File: config.mk
export PLATFORM = sky130hd
export DESIGN_NAME = txdma_engine
export DESIGN_NICKNAME = d
export VERILOG_FILES = /design/src/rtl/txdma_pkg.sv /design/src/rtl/txdma_datapath.sv /design/src/rtl/txdma_ctrl.sv /design/src/rtl/txdma_engine.sv
export SDC_FILE = /design/constraint.sdc
export NUM_CORES = 1
export LEC_CHECK = 0
export BUFFER_PORTS_ARGS = -buffer_cell sky130_fd_sc_hd__buf_2
export CORE_ASPECT_RATIO = 0.9
export CORE_MARGIN = 5
export CORE_UTILIZATION = 31
export CTS_CLUSTER_DIAMETER = 30
export DETAILED_ROUTE_END_ITERATION = 16
export GPL_TIMING_DRIVEN = 0
export PLACE_DENSITY = 0.55
export SYNTH_ARGS = -nofsm -noshare
export SYNTH_HDL_FRONTEND = slang
export SYNTH_SLANG_ARGS = --single-unit
File: constraint.sdc
create_clock -name clk -period 3.8 [get_ports clk]
set_input_delay 0.76 -clock clk [delete_from_list [all_inputs] [get_ports clk]]
set_output_delay 0.76 -clock clk [all_outputs]
set_load 0.02 [all_outputs]
File: src/rtl/txdma_pkg.sv
package txdma_pkg;
  localparam int IRQ_BIT      = 30;
  localparam int LS_BIT       = 29;
  localparam int FS_BIT       = 28;
  localparam int RING_END_BIT = 21;
  localparam int CHAIN_BIT    = 20;
  localparam int DESC_STRIDE  = 32;
  localparam logic [16:0] ES_MASK   = 17'h17F06;
  localparam logic [16:0] KEEP_MASK = 17'h17FFF;
  localparam logic [2:0]  SEL_BUF   = 3'd4;

  typedef enum logic [3:0] {
    S_SUSP, S_RD0, S_RD1, S_RD2, S_RD3, S_CHK, S_DRD, S_DOUT, S_WSTAT, S_WB
  } dmaState_e;

  typedef struct packed {
    logic [2:0] addrSel;
    logic       ldW0;
    logic       ldW1;
    logic       ldW2;
    logic       ldW3;
    logic       ldData;
    logic       emitByte;
    logic       ldStat;
    logic       setUf;
    logic       advance;
  } dmaStrobe_t;
endpackage

File: src/rtl/txdma_datapath.sv
module txdma_datapath
  import txdma_pkg::*;
#(
  parameter int ADDR_W = 32,
  parameter int SIZE_W = 13
) (
  input  logic              clk,
  input  logic              rstN,
  input  dmaStrobe_t        stb,
  input  logic [ADDR_W-1:0] listBase,
  input  logic [31:0]       memRData,
  input  logic [16:0]       txStatBits,
  output logic [ADDR_W-1:0] memAddr,
  output logic [31:0]       memWData,
  output logic [7:0]        txData,
  output logic              firstPend,
  output logic              lastSeg,
  output logic              irqReq,
  output logic              sizeZero,
  output logic              underflowCase,
  output logic              lastByte,
  output logic              wordEnd
);
  logic [ADDR_W-1:0] curAddr, bufPtr, nextPtr, nextDesc;
  logic [30:17]      ctlHi;
  logic [SIZE_W-1:0] bufLeft;
  logic [31:0]       dataWord;
  logic [1:0]        byteIdx;
  logic [16:0]       statField;
  logic              esBit;

  always_comb begin
    if (ctlHi[RING_END_BIT])   nextDesc = listBase;
    else if (ctlHi[CHAIN_BIT]) nextDesc = nextPtr;
    else                       nextDesc = curAddr + ADDR_W'(DESC_STRIDE);
  end

  assign memAddr  = (stb.addrSel == SEL_BUF) ? bufPtr
                  : curAddr + ADDR_W'({stb.addrSel[1:0], 2'b00});
  assign esBit    = |(statField & ES_MASK);
  assign memWData = {1'b0, ctlHi, statField[16], esBit, statField[14:0]};
  assign txData   = dataWord[8*byteIdx +: 8];

  assign lastSeg       = ctlHi[LS_BIT];
  assign irqReq        = ctlHi[IRQ_BIT] & ctlHi[LS_BIT];
  assign sizeZero      = (bufLeft == '0);
  assign underflowCase = sizeZero & (~ctlHi[FS_BIT] | ctlHi[LS_BIT]);
  assign lastByte      = (bufLeft == SIZE_W'(1));
  assign wordEnd       = (byteIdx == 2'd3);

  always_ff @(posedge clk) begin
    if (!rstN) begin
      curAddr   <= listBase;
      bufPtr    <= '0;
      nextPtr   <= '0;
      ctlHi     <= '0;
      bufLeft   <= '0;
      dataWord  <= '0;
      byteIdx   <= '0;
      statField <= '0;
      firstPend <= 1'b0;
    end else begin
      if (stb.ldW0) begin
        ctlHi     <= memRData[30:17];
        statField <= '0;
        if (memRData[31] && memRData[FS_BIT]) firstPend <= 1'b1;
      end
      if (stb.ldW1) bufLeft <= memRData[SIZE_W-1:0];
      if (stb.ldW2) begin
        bufPtr  <= memRData[ADDR_W-1:0];
        byteIdx <= '0;
      end
      if (stb.ldW3)   nextPtr  <= memRData[ADDR_W-1:0];
      if (stb.ldData) dataWord <= memRData;
      if (stb.emitByte) begin
        byteIdx   <= byteIdx + 2'd1;
        bufLeft   <= bufLeft - SIZE_W'(1);
        firstPend <= 1'b0;
        if (byteIdx == 2'd3) bufPtr <= bufPtr + ADDR_W'(4);
      end
      if (stb.ldStat) statField <= statField | (txStatBits & KEEP_MASK);
      if (stb.setUf) begin
        statField[1] <= 1'b1;
        firstPend    <= 1'b0;
      end
      if (stb.advance) curAddr <= nextDesc;
    end
  end
endmodule

File: src/rtl/txdma_ctrl.sv
module txdma_ctrl
  import txdma_pkg::*;
(
  input  logic       clk,
  input  logic       rstN,
  input  logic       pollReq,
  input  logic       memAck,
  input  logic       memRdOwn,
  input  logic       txReady,
  input  logic       txStatValid,
  input  logic       lastSeg,
  input  logic       irqReq,
  input  logic       sizeZero,
  input  logic       underflowCase,
  input  logic       lastByte,
  input  logic       wordEnd,
  output dmaStrobe_t stb,
  output logic       memReq,
  output logic       memWe,
  output logic       txValid,
  output logic       txAbort,
  output logic       txIrq
);
  dmaState_e state, nxt;
  logic      ufHit;

  always_comb begin
    stb     = '0;
    memReq  = 1'b0;
    memWe   = 1'b0;
    txValid = 1'b0;
    txAbort = 1'b0;
    nxt     = state;
    case (state)
      S_SUSP: if (pollReq) nxt = S_RD0;
      S_RD0: begin
        memReq = 1'b1;
        stb.addrSel = 3'd0;
        if (memAck) begin
          stb.ldW0 = 1'b1;
          nxt = memRdOwn ? S_RD1 : S_SUSP;
        end
      end
      S_RD1: begin
        memReq = 1'b1;
        stb.addrSel = 3'd1;
        if (memAck) begin stb.ldW1 = 1'b1; nxt = S_RD2; end
      end
      S_RD2: begin
        memReq = 1'b1;
        stb.addrSel = 3'd2;
        if (memAck) begin stb.ldW2 = 1'b1; nxt = S_RD3; end
      end
      S_RD3: begin
        memReq = 1'b1;
        stb.addrSel = 3'd3;
        if (memAck) begin stb.ldW3 = 1'b1; nxt = S_CHK; end
      end
      S_CHK: begin
        if (underflowCase) begin
          stb.setUf = 1'b1;
          txAbort   = 1'b1;
          nxt       = S_WB;
        end else if (sizeZero) nxt = S_WB;
        else                   nxt = S_DRD;
      end
      S_DRD: begin
        memReq = 1'b1;
        stb.addrSel = SEL_BUF;
        if (memAck) begin stb.ldData = 1'b1; nxt = S_DOUT; end
      end
      S_DOUT: begin
        txValid = 1'b1;
        stb.addrSel = SEL_BUF;
        if (txReady) begin
          stb.emitByte = 1'b1;
          if (lastByte)     nxt = lastSeg ? S_WSTAT : S_WB;
          else if (wordEnd) nxt = S_DRD;
        end
      end
      S_WSTAT: if (txStatValid) begin stb.ldStat = 1'b1; nxt = S_WB; end
      S_WB: begin
        memReq = 1'b1;
        memWe  = 1'b1;
        stb.addrSel = 3'd0;
        if (memAck) begin
          stb.advance = 1'b1;
          nxt = ufHit ? S_SUSP : S_RD0;
        end
      end
      default: nxt = S_SUSP;
    endcase
  end

  always_ff @(posedge clk) begin
    if (!rstN) begin
      state <= S_SUSP;
      ufHit <= 1'b0;
      txIrq <= 1'b0;
    end else begin
      state <= nxt;
      txIrq <= (state == S_WB) && memAck && (irqReq || ufHit);
      if (state == S_CHK && underflowCase)  ufHit <= 1'b1;
      else if (state == S_WB && memAck)     ufHit <= 1'b0;
    end
  end


  irq_single_pulse_chk: assert property (@(posedge clk) disable iff (!rstN)
    txIrq |=> !txIrq);
endmodule

File: src/rtl/txdma_engine.sv
module txdma_engine
  import txdma_pkg::*;
#(
  parameter int ADDR_W = 32,
  parameter int SIZE_W = 13
) (
  input  logic              clk,
  input  logic              rstN,
  input  logic [ADDR_W-1:0] listBase,
  input  logic              pollReq,
  output logic              memReq,
  output logic              memWe,
  output logic [ADDR_W-1:0] memAddr,
  output logic [31:0]       memWData,
  input  logic              memAck,
  input  logic [31:0]       memRData,
  output logic              txValid,
  input  logic              txReady,
  output logic [7:0]        txData,
  output logic              txFirst,
  output logic              txLast,
  output logic              txAbort,
  input  logic              txStatValid,
  input  logic [16:0]       txStatBits,
  output logic              txIrq
);
  dmaStrobe_t stb;
  logic firstPend, lastSeg, irqReq, sizeZero, underflowCase, lastByte, wordEnd;

  txdma_ctrl ctrl_i (
    .clk(clk), .rstN(rstN), .pollReq(pollReq), .memAck(memAck),
    .memRdOwn(memRData[31]), .txReady(txReady), .txStatValid(txStatValid),
    .lastSeg(lastSeg), .irqReq(irqReq), .sizeZero(sizeZero),
    .underflowCase(underflowCase), .lastByte(lastByte), .wordEnd(wordEnd),
    .stb(stb), .memReq(memReq), .memWe(memWe), .txValid(txValid),
    .txAbort(txAbort), .txIrq(txIrq)
  );

  txdma_datapath #(.ADDR_W(ADDR_W), .SIZE_W(SIZE_W)) dp_i (
    .clk(clk), .rstN(rstN), .stb(stb), .listBase(listBase),
    .memRData(memRData), .txStatBits(txStatBits), .memAddr(memAddr),
    .memWData(memWData), .txData(txData), .firstPend(firstPend),
    .lastSeg(lastSeg), .irqReq(irqReq), .sizeZero(sizeZero),
    .underflowCase(underflowCase), .lastByte(lastByte), .wordEnd(wordEnd)
  );

  assign txFirst = firstPend & txValid;
  assign txLast  = lastSeg & lastByte & txValid;


  mem_req_hold_chk: assert property (@(posedge clk) disable iff (!rstN)
    memReq && !memAck |=> memReq && $stable(memAddr) && $stable(memWe));


  tx_data_hold_chk: assert property (@(posedge clk) disable iff (!rstN)
    txValid && !txReady |=> txValid && $stable(txData) && $stable(txLast));


  wb_own_clear_chk: assert property (@(posedge clk) disable iff (!rstN)
    memReq && memWe |-> !memWData[31]);
endmodule

==> results of run 1 <==
==> repair_timing <==
action	4_1_cts	5_1_grt
pin swaps	16	10
setup buffers	11	0
endpoints found under the setup margin	29	20
gates cloned	1	0
resized for setup	53	18
==> cell type report <==
cell class	instances	share of cell area (%)
inverters	14	0.440
plain buffers	81	3.28
multi-input cells	929	45.6
clock buffers	26	4.46
flip-flops and latches	180	33.0
repair buffers	173	8.02
clock inverters	6	0.954
well taps	409	4.29
==> sequential cells by signal, summed over array words and instances (netlist names) <==
name	count
dp_i.bufPtr	32
dp_i.curAddr	32
dp_i.dataWord	32
dp_i.nextPtr	32
dp_i.statField	16
dp_i.ctlHi	14
dp_i.bufLeft	13
ctrl_i.state	4
dp_i.byteIdx	2
ctrl_i.txIrq	1
ctrl_i.ufHit	1
dp_i.firstPend	1
==> critical path, delay by kind of cell (launching register included) <==
kind	cells	cell delay (ns)
xor gates and xnor gates	1	0.13
AOI/OAI and AO/OA	1	0.19
and+or+nand+nor	3	0.83
adders and majority gates	2	0.60
DFF	1	0.35
buffers and inverters	4	0.54
==> cells in the final DEF, fill, tap and decap left out, drive strengths merged, types with 22 or more instances in the layout <==
master / instances
o21ai: 49
a21oi: 165
nand2: 246
nand3: 45
nor2: 106
edfxtp: 32
clkbuf: 88
buf: 192
xnor2: 33
dfxtp: 148
nor4: 26
nor3: 22
==> power groups by stage <==
| stage | registers (W) | logic [W] | clock network [W] |
|---|---|---|---|
| detailed placement | 0.00231 | 0.00149 | 0 |
| global placement | 0.00231 | 0.00147 | 0 |
| CTS | 0.00227 | 0.00167 | 0.00198 |
| floorplan | 0.00230 | 0.000941 | 0 |
| finish | 0.00229 | 0.00169 | 0.00196 |
| global route | 0.00231 | 0.00183 | 0.00207 |
==> path summary, 6_finish.rpt <==
kind / endpoint / slack, ns / cells after the start / from
min: dp_i.nextPtr[21] / 0.45 / 2 / dp_i.nextPtr[21]
max: memAddr[10] / -0.03 / 11 / ctrl_i.state[2]
max reg2reg: dp_i.curAddr[3] / 0.86 / 6 / ctrl_i.state[1]
min reg2reg: dp_i.nextPtr[21] / 0.45 / 2 / dp_i.nextPtr[21]
==> Yosys cell counts, drive strengths merged (7+ instances only) <==
cell type  number
xor2           13
nor2b          10
and2            9
nand4          18
o31a            7
nand3          45
xnor2          33
a31oi          20
and3           13
o21ai          49
o31ai           7
nor2          106
nand2         246
nor3           22
dfxtp         148
o211ai         11
ha              8
inv            14
or3            11
edfxtp         32
a21oi         165
nand2b         10
mux2            7
clkbuf         63
mux2i           9
mux4            8
buf            21
or4             7
nor4           26
==> routing by layer <==
| metal | GRT usage, % | routed length [µm] |
|---|---|---|
| met3 | 3.74 | 2320 |
| met1 | 30.3 | 17700 |
| met4 | 5.26 | 650 |
| met5 | 0 | 0 |
| met2 | 31.9 | 16400 |
==> kinds of logic after synthesis <==
logic type	share of synthesized area, %
buffers and inverters	4.20
AND/OR/NAND/NOR	26.9
XOR/XNOR	4.22
flip-flops	41.1
multiplexers	3.65
other	0.0392
AO/OA/AOI/OAI	18.7
adder cells (fa/ha/maj)	1.26
==> per-stage QoR <==
stage / setup TNS (ns) / util, % / cells
2_1_floorplan: 0 / - / 1207
3_3_place_gp: -12.03 / 35.4 / 1777
3_5_place_dp: -12.55 / 35.4 / 1777
4_1_cts: -0.202 / 38.7 / 1819
5_1_grt: -0.550 / 38.9 / 1818
6_report: -0.0704 / 38.9 / 1818
==> results.json, run 1 <==
{
  "status": "finished with violations",
  "violations": "setup timing",
  "grtUsageTotal_pct": 20.8,
  "yosysWarnings": 0,
  "clkTransAtPathRegs_ns": 0.07,
  "antenna_found_initial": 0,
  "async_reset_ff_share_pct": 0,
  "syn-num-nets": 1303,
  "die_x_um": 195,
  "vias_per_cell": 5.44,
  "ioPinCount": 166,
  "slowest_stage": "dfxtp_4",
  "hold-worst-slack_ns": 0.454,
  "setup_violations": 3,
  "wire_per_inst_um": 20.4,
  "via_count": 9894,
  "pwr-share-seq_pct": 38.5,
  "ys_seq_elements": 180,
  "cp_max_fo": 5,
  "htreeDepth": 4,
  "postRouteAntennaNets": 0,
  "p_total_w": 0.00593,
  "drive_above_1_share_pct": 20.3,
  "final_cell_area_mm2": 0.0119,
  "yosysTopAreaCell": "dfxtp_1",
  "initial_core_util_pct": 31.1,
  "powerDensity_mw_per_mm2": 497,
  "hold_class": "flop to flop",
  "slew_violations": 0,
  "dp_slack_ns": -0.857,
  "synth-edff-count": 32,
  "clkSinkCount": 180,
  "syn_area_per_cell_um2": 7.92,
  "first_pass_iters": 6,
  "cts_made_buffers": 17,
  "clock-root-buffer": "clkbuf_16",
  "slowest_delay_ns": 0.35,
  "syn_to_final_growth_pct": 24.8,
  "netlist_area_mm2": 0.00956,
  "num_rows": 61,
  "coreArea_mm2": 0.0307,
  "period_share_pct": 101,
  "portBuffers": 161,
  "grt_overflow": 0,
  "path_cells": "clkbuf_16, xnor2_4, nor3_4, ha_2, inv_2, fa_2, nand2b_4, clkbuf_16, or3_4, a31oi_4, buf_6",
  "hold_violations": 0,
  "ir_worst_vdd_uv": 351,
  "synth-main-ff-cell": "dfxtp_1",
  "cts_tree": "done",
  "power_switching_share_pct": 33.7,
  "die_h_um": 177,
  "worst_pin_slew_ns": 1.35,
  "drv_cap": 0,
  "fin_crit_ns": 3.83,
  "clock_path_buffers": 2,
  "clkPwrFrac_pct": 33.0,
  "power_frac_comb_pct": 28.4,
  "worst_ep_required_time_ns": 3.04,
  "skew_ns": 0.0179,
  "insertion_delay_ns": 0.44,
  "cts_hold_buf": 0,
  "critPathArrivalTime_ns": 3.07,
  "fmax_ghz": 0.261,
  "setup_ws_ns": -0.0319,
  "drt_iter0_drc": 1046,
  "cpMostUsedCell": "clkbuf_16",
  "multi_input_area_mm2": 0.00544,
  "startpoint_type": "flop",
  "layout.nets": 1492,
  "drc": 0,
  "grt_pass1_vias": 9234,
  "gp_congestion": 0.916,
  "path_class": "flop to output pin",
  "synthTopCellsByArea": "dfxtp_1 (31%), edfxtp_1 (10%), nand2_1 (9.6%)",
  "dpl-instance-area_mm2": 0.0109,
  "synthCells": 1207,
  "synth_top_cell_area_share_pct": 31.0,
  "grt_max_degree": 29,
  "fillers": 3229,
  "die_area_mm2": 0.0344,
  "yosysUniqueCellTypes": 68,
  "seqCellArea_mm2": 0.00393,
  "power_switching_w": 0.00200,
  "rsz0062_at_grt": "true",
  "internal-power_w": 0.00394,
  "grt_pass1_wl_um": 55500,
  "hpwl_um": 27900,
  "routed_wirelength_um": 37100,
  "diodes": 0,
  "p_leak_nw": 4.40,
  "synth-seq-area-share_pct": 41.1,
  "end_kind": "output pin",
  "max-slew-margin-rel_pct": 10.1
}
No activity file was read; power rests on OpenSTA's default activity.
==> inputs of run 2 (changes only) <==
--- a/config.mk
+++ b/config.mk
@@ -5,14 +5,14 @@
 export SDC_FILE = /design/constraint.sdc
 export NUM_CORES = 1
 export LEC_CHECK = 0
-export BUFFER_PORTS_ARGS = -buffer_cell sky130_fd_sc_hd__buf_2
 export CORE_ASPECT_RATIO = 0.9
 export CORE_MARGIN = 5
 export CORE_UTILIZATION = 31
 export CTS_CLUSTER_DIAMETER = 30
 export DETAILED_ROUTE_END_ITERATION = 16
+export DONT_BUFFER_PORTS = 1
 export GPL_TIMING_DRIVEN = 0
-export PLACE_DENSITY = 0.55
+export PLACE_DENSITY = 0.51
 export SYNTH_ARGS = -nofsm -noshare
 export SYNTH_HDL_FRONTEND = slang
 export SYNTH_SLANG_ARGS = --single-unit
==> constraint.sdc (replaced) <==
create_clock -name clk -period 3.6 [get_ports clk]
set_input_delay 0.18 -clock clk [delete_from_list [all_inputs] [get_ports clk]]
set_output_delay 0.18 -clock clk [all_outputs]
set_load 0.02 [all_outputs]
==> results.json, run 2 (synthesized netlist as in run 1, its figures left out) <==
{
  "status": "finished, final reports clean",
  "vias_per_cell": 5.50,
  "drive_above_1_share_pct": 7.92,
  "powerDensity_mw_per_mm2": 510,
  "ioPinCount": 166,
  "hold_violations": 0,
  "ir_worst_vdd_uv": 370,
  "final_util_pct": 37.7,
  "portBuffers": 0,
  "hold_class": "primary input to flop",
  "num_rows": 61,
  "layout.nets": 1397,
  "die_x_um": 195,
  "clkPwrFrac_pct": 33.0,
  "power_switching_share_pct": 35.2,
  "power_frac_comb_pct": 25.4,
  "drv_cap": 0,
  "cts_tree": "done",
  "postRouteAntennaNets": 0,
  "layout_common_cells": "nand2_1 (243), a21oi_1 (153), dfxtp_1 (146)",
  "layout_commonest_cell": "nand2_1",
  "fin_crit_ns": 3.47,
  "wl_met3_um": 2790,
  "insertion_delay_ns": 0.44,
  "grt_pass1_wl_um": 56800,
  "die_area_mm2": 0.0344,
  "grt_max_degree": 29,
  "startpoint_type": "flop",
  "slew_violations": 0,
  "top_layer_used": "met4",
  "first_pass_iters": 6,
  "htreeDepth": 4,
  "fin_tns_setup_ns": 0,
  "syn_to_final_growth_pct": 21.1,
  "worst_ep_required_time_ns": 3.42,
  "critPathArrivalTime_ns": 3.29,
  "initial_core_util_pct": 31.1,
  "pwr-share-seq_pct": 41.6,
  "antenna_found_initial": 4,
  "cp_max_fo": 10,
  "clock_path_buffers": 2,
  "wire_per_inst_um": 22.0,
  "max-slew-margin-rel_pct": 32.0,
  "coreArea_mm2": 0.0307,
  "drt_iter0_drc": 895,
  "p_leak_nw": 3.85,
  "final_cell_area_mm2": 0.0116,
  "grt_pass1_vias": 8818,
  "cts_setup_buffers": 0,
  "end_kind": "output pin",
  "skew_ns": 0.0160,
  "hpwl_um": 27800,
  "fmax_ghz": 0.288,
  "internal-power_w": 0.00383,
  "drc": 0,
  "power_switching_w": 0.00208,
  "grt_overflow": 0,
  "die_h_um": 177,
  "grtUsageTotal_pct": 21.6,
  "clock-root-buffer": "clkbuf_16",
  "via_count": 9488,
  "cts_made_buffers": 17,
  "wl_met2_um": 17200,
  "path_class": "flop to output pin",
  "dpl-instance-area_mm2": 0.0101,
  "setup_violations": 0,
  "gp_congestion": 0.873,
  "period_share_pct": 96.5,
  "routed_wirelength_um": 37900,
  "clkTransAtPathRegs_ns": 0.07,
  "worst_pin_slew_ns": 1.01,
  "m1WireLength_um": 17100,
  "clkSinkCount": 180
}
-- run 2: layer usage --
metal	track usage, %	up-vias
met5	0	-
met4	6.52	0
met3	4.58	46
met2	33.6	377
met1	30.2	4569
li1	-	4496
-- run 2: layout make-up --
cell class	count	area, µm²
sequential	180	3930
timing repair buffer	78	781
tap	409	512
multi-input combinational	929	5340
clock inverter	10	121
antenna	4	10.0
buffer	81	354
fill	3239	19100
inverter	14	52.6
clock buffer	21	472
-- run 2: critical path, stage by stage, from the launching register on --
cell and delay, ns:
dfxtp_4 0.37, clkbuf_4 0.19, xnor2_1 0.18, nor3_4 0.21
ha_2 0.23, inv_1 0.05, fa_1 0.43, nand2b_4 0.22
clkbuf_4 0.23, nor4_2 0.34, xnor2_1 0.12, a21oi_2 0.28
-- run 2: power groups by stage --
| stage | combinational [W] | sequential (W) | clock (W) |
|---|---|---|---|
| 6_report | 0.00150 | 0.00246 | 0.00195 |
| 5_1_grt | 0.00164 | 0.00248 | 0.00205 |
| 4_1_cts | 0.00149 | 0.00245 | 0.00198 |
| 3_5_place_dp | 0.00135 | 0.00248 | 0 |
| 3_3_place_gp | 0.00134 | 0.00248 | 0 |
| 2_1_floorplan | 0.000993 | 0.00242 | 0 |
-- run 2: timing repair --
| action | in CTS | in global routing |
|---|---|---|
| endpoints found under the setup margin | 31 | 17 |
| pin swaps | 5 | 2 |
| resized for setup | 28 | 10 |
| hold buffers | 78 | 0 |
| hold endpoints to repair | 169 | 0 |
-- run 2: per-stage QoR --
step           setup slack (ns)  hold slack, ns  total power [W]  cells
2_1_floorplan             0.625           0.316          0.00342   1207
3_5_place_dp             -0.396           0.324          0.00383   1616
5_1_grt                 -0.0113          0.0485          0.00617   1726
6_report                  0.127          0.0483          0.00590   1726
3_3_place_gp             -0.373           0.319          0.00382   1616
4_1_cts                  0.0246          0.0315          0.00591   1723
-- run 2: worst paths after layout --
check | cells past startpoint | from | slack, ns | end
worst max-delay path | 11 | ctrl_i.state[2] | 0.13 | memAddr[28]
worst max register to register | 5 | ctrl_i.state[3] | 0.25 | dp_i.curAddr[4]
worst min register to register | 2 | dp_i.nextPtr[23] | 0.45 | dp_i.nextPtr[23]
worst min-delay path | 2 | listBase[22] | 0.05 | dp_i.curAddr[22]
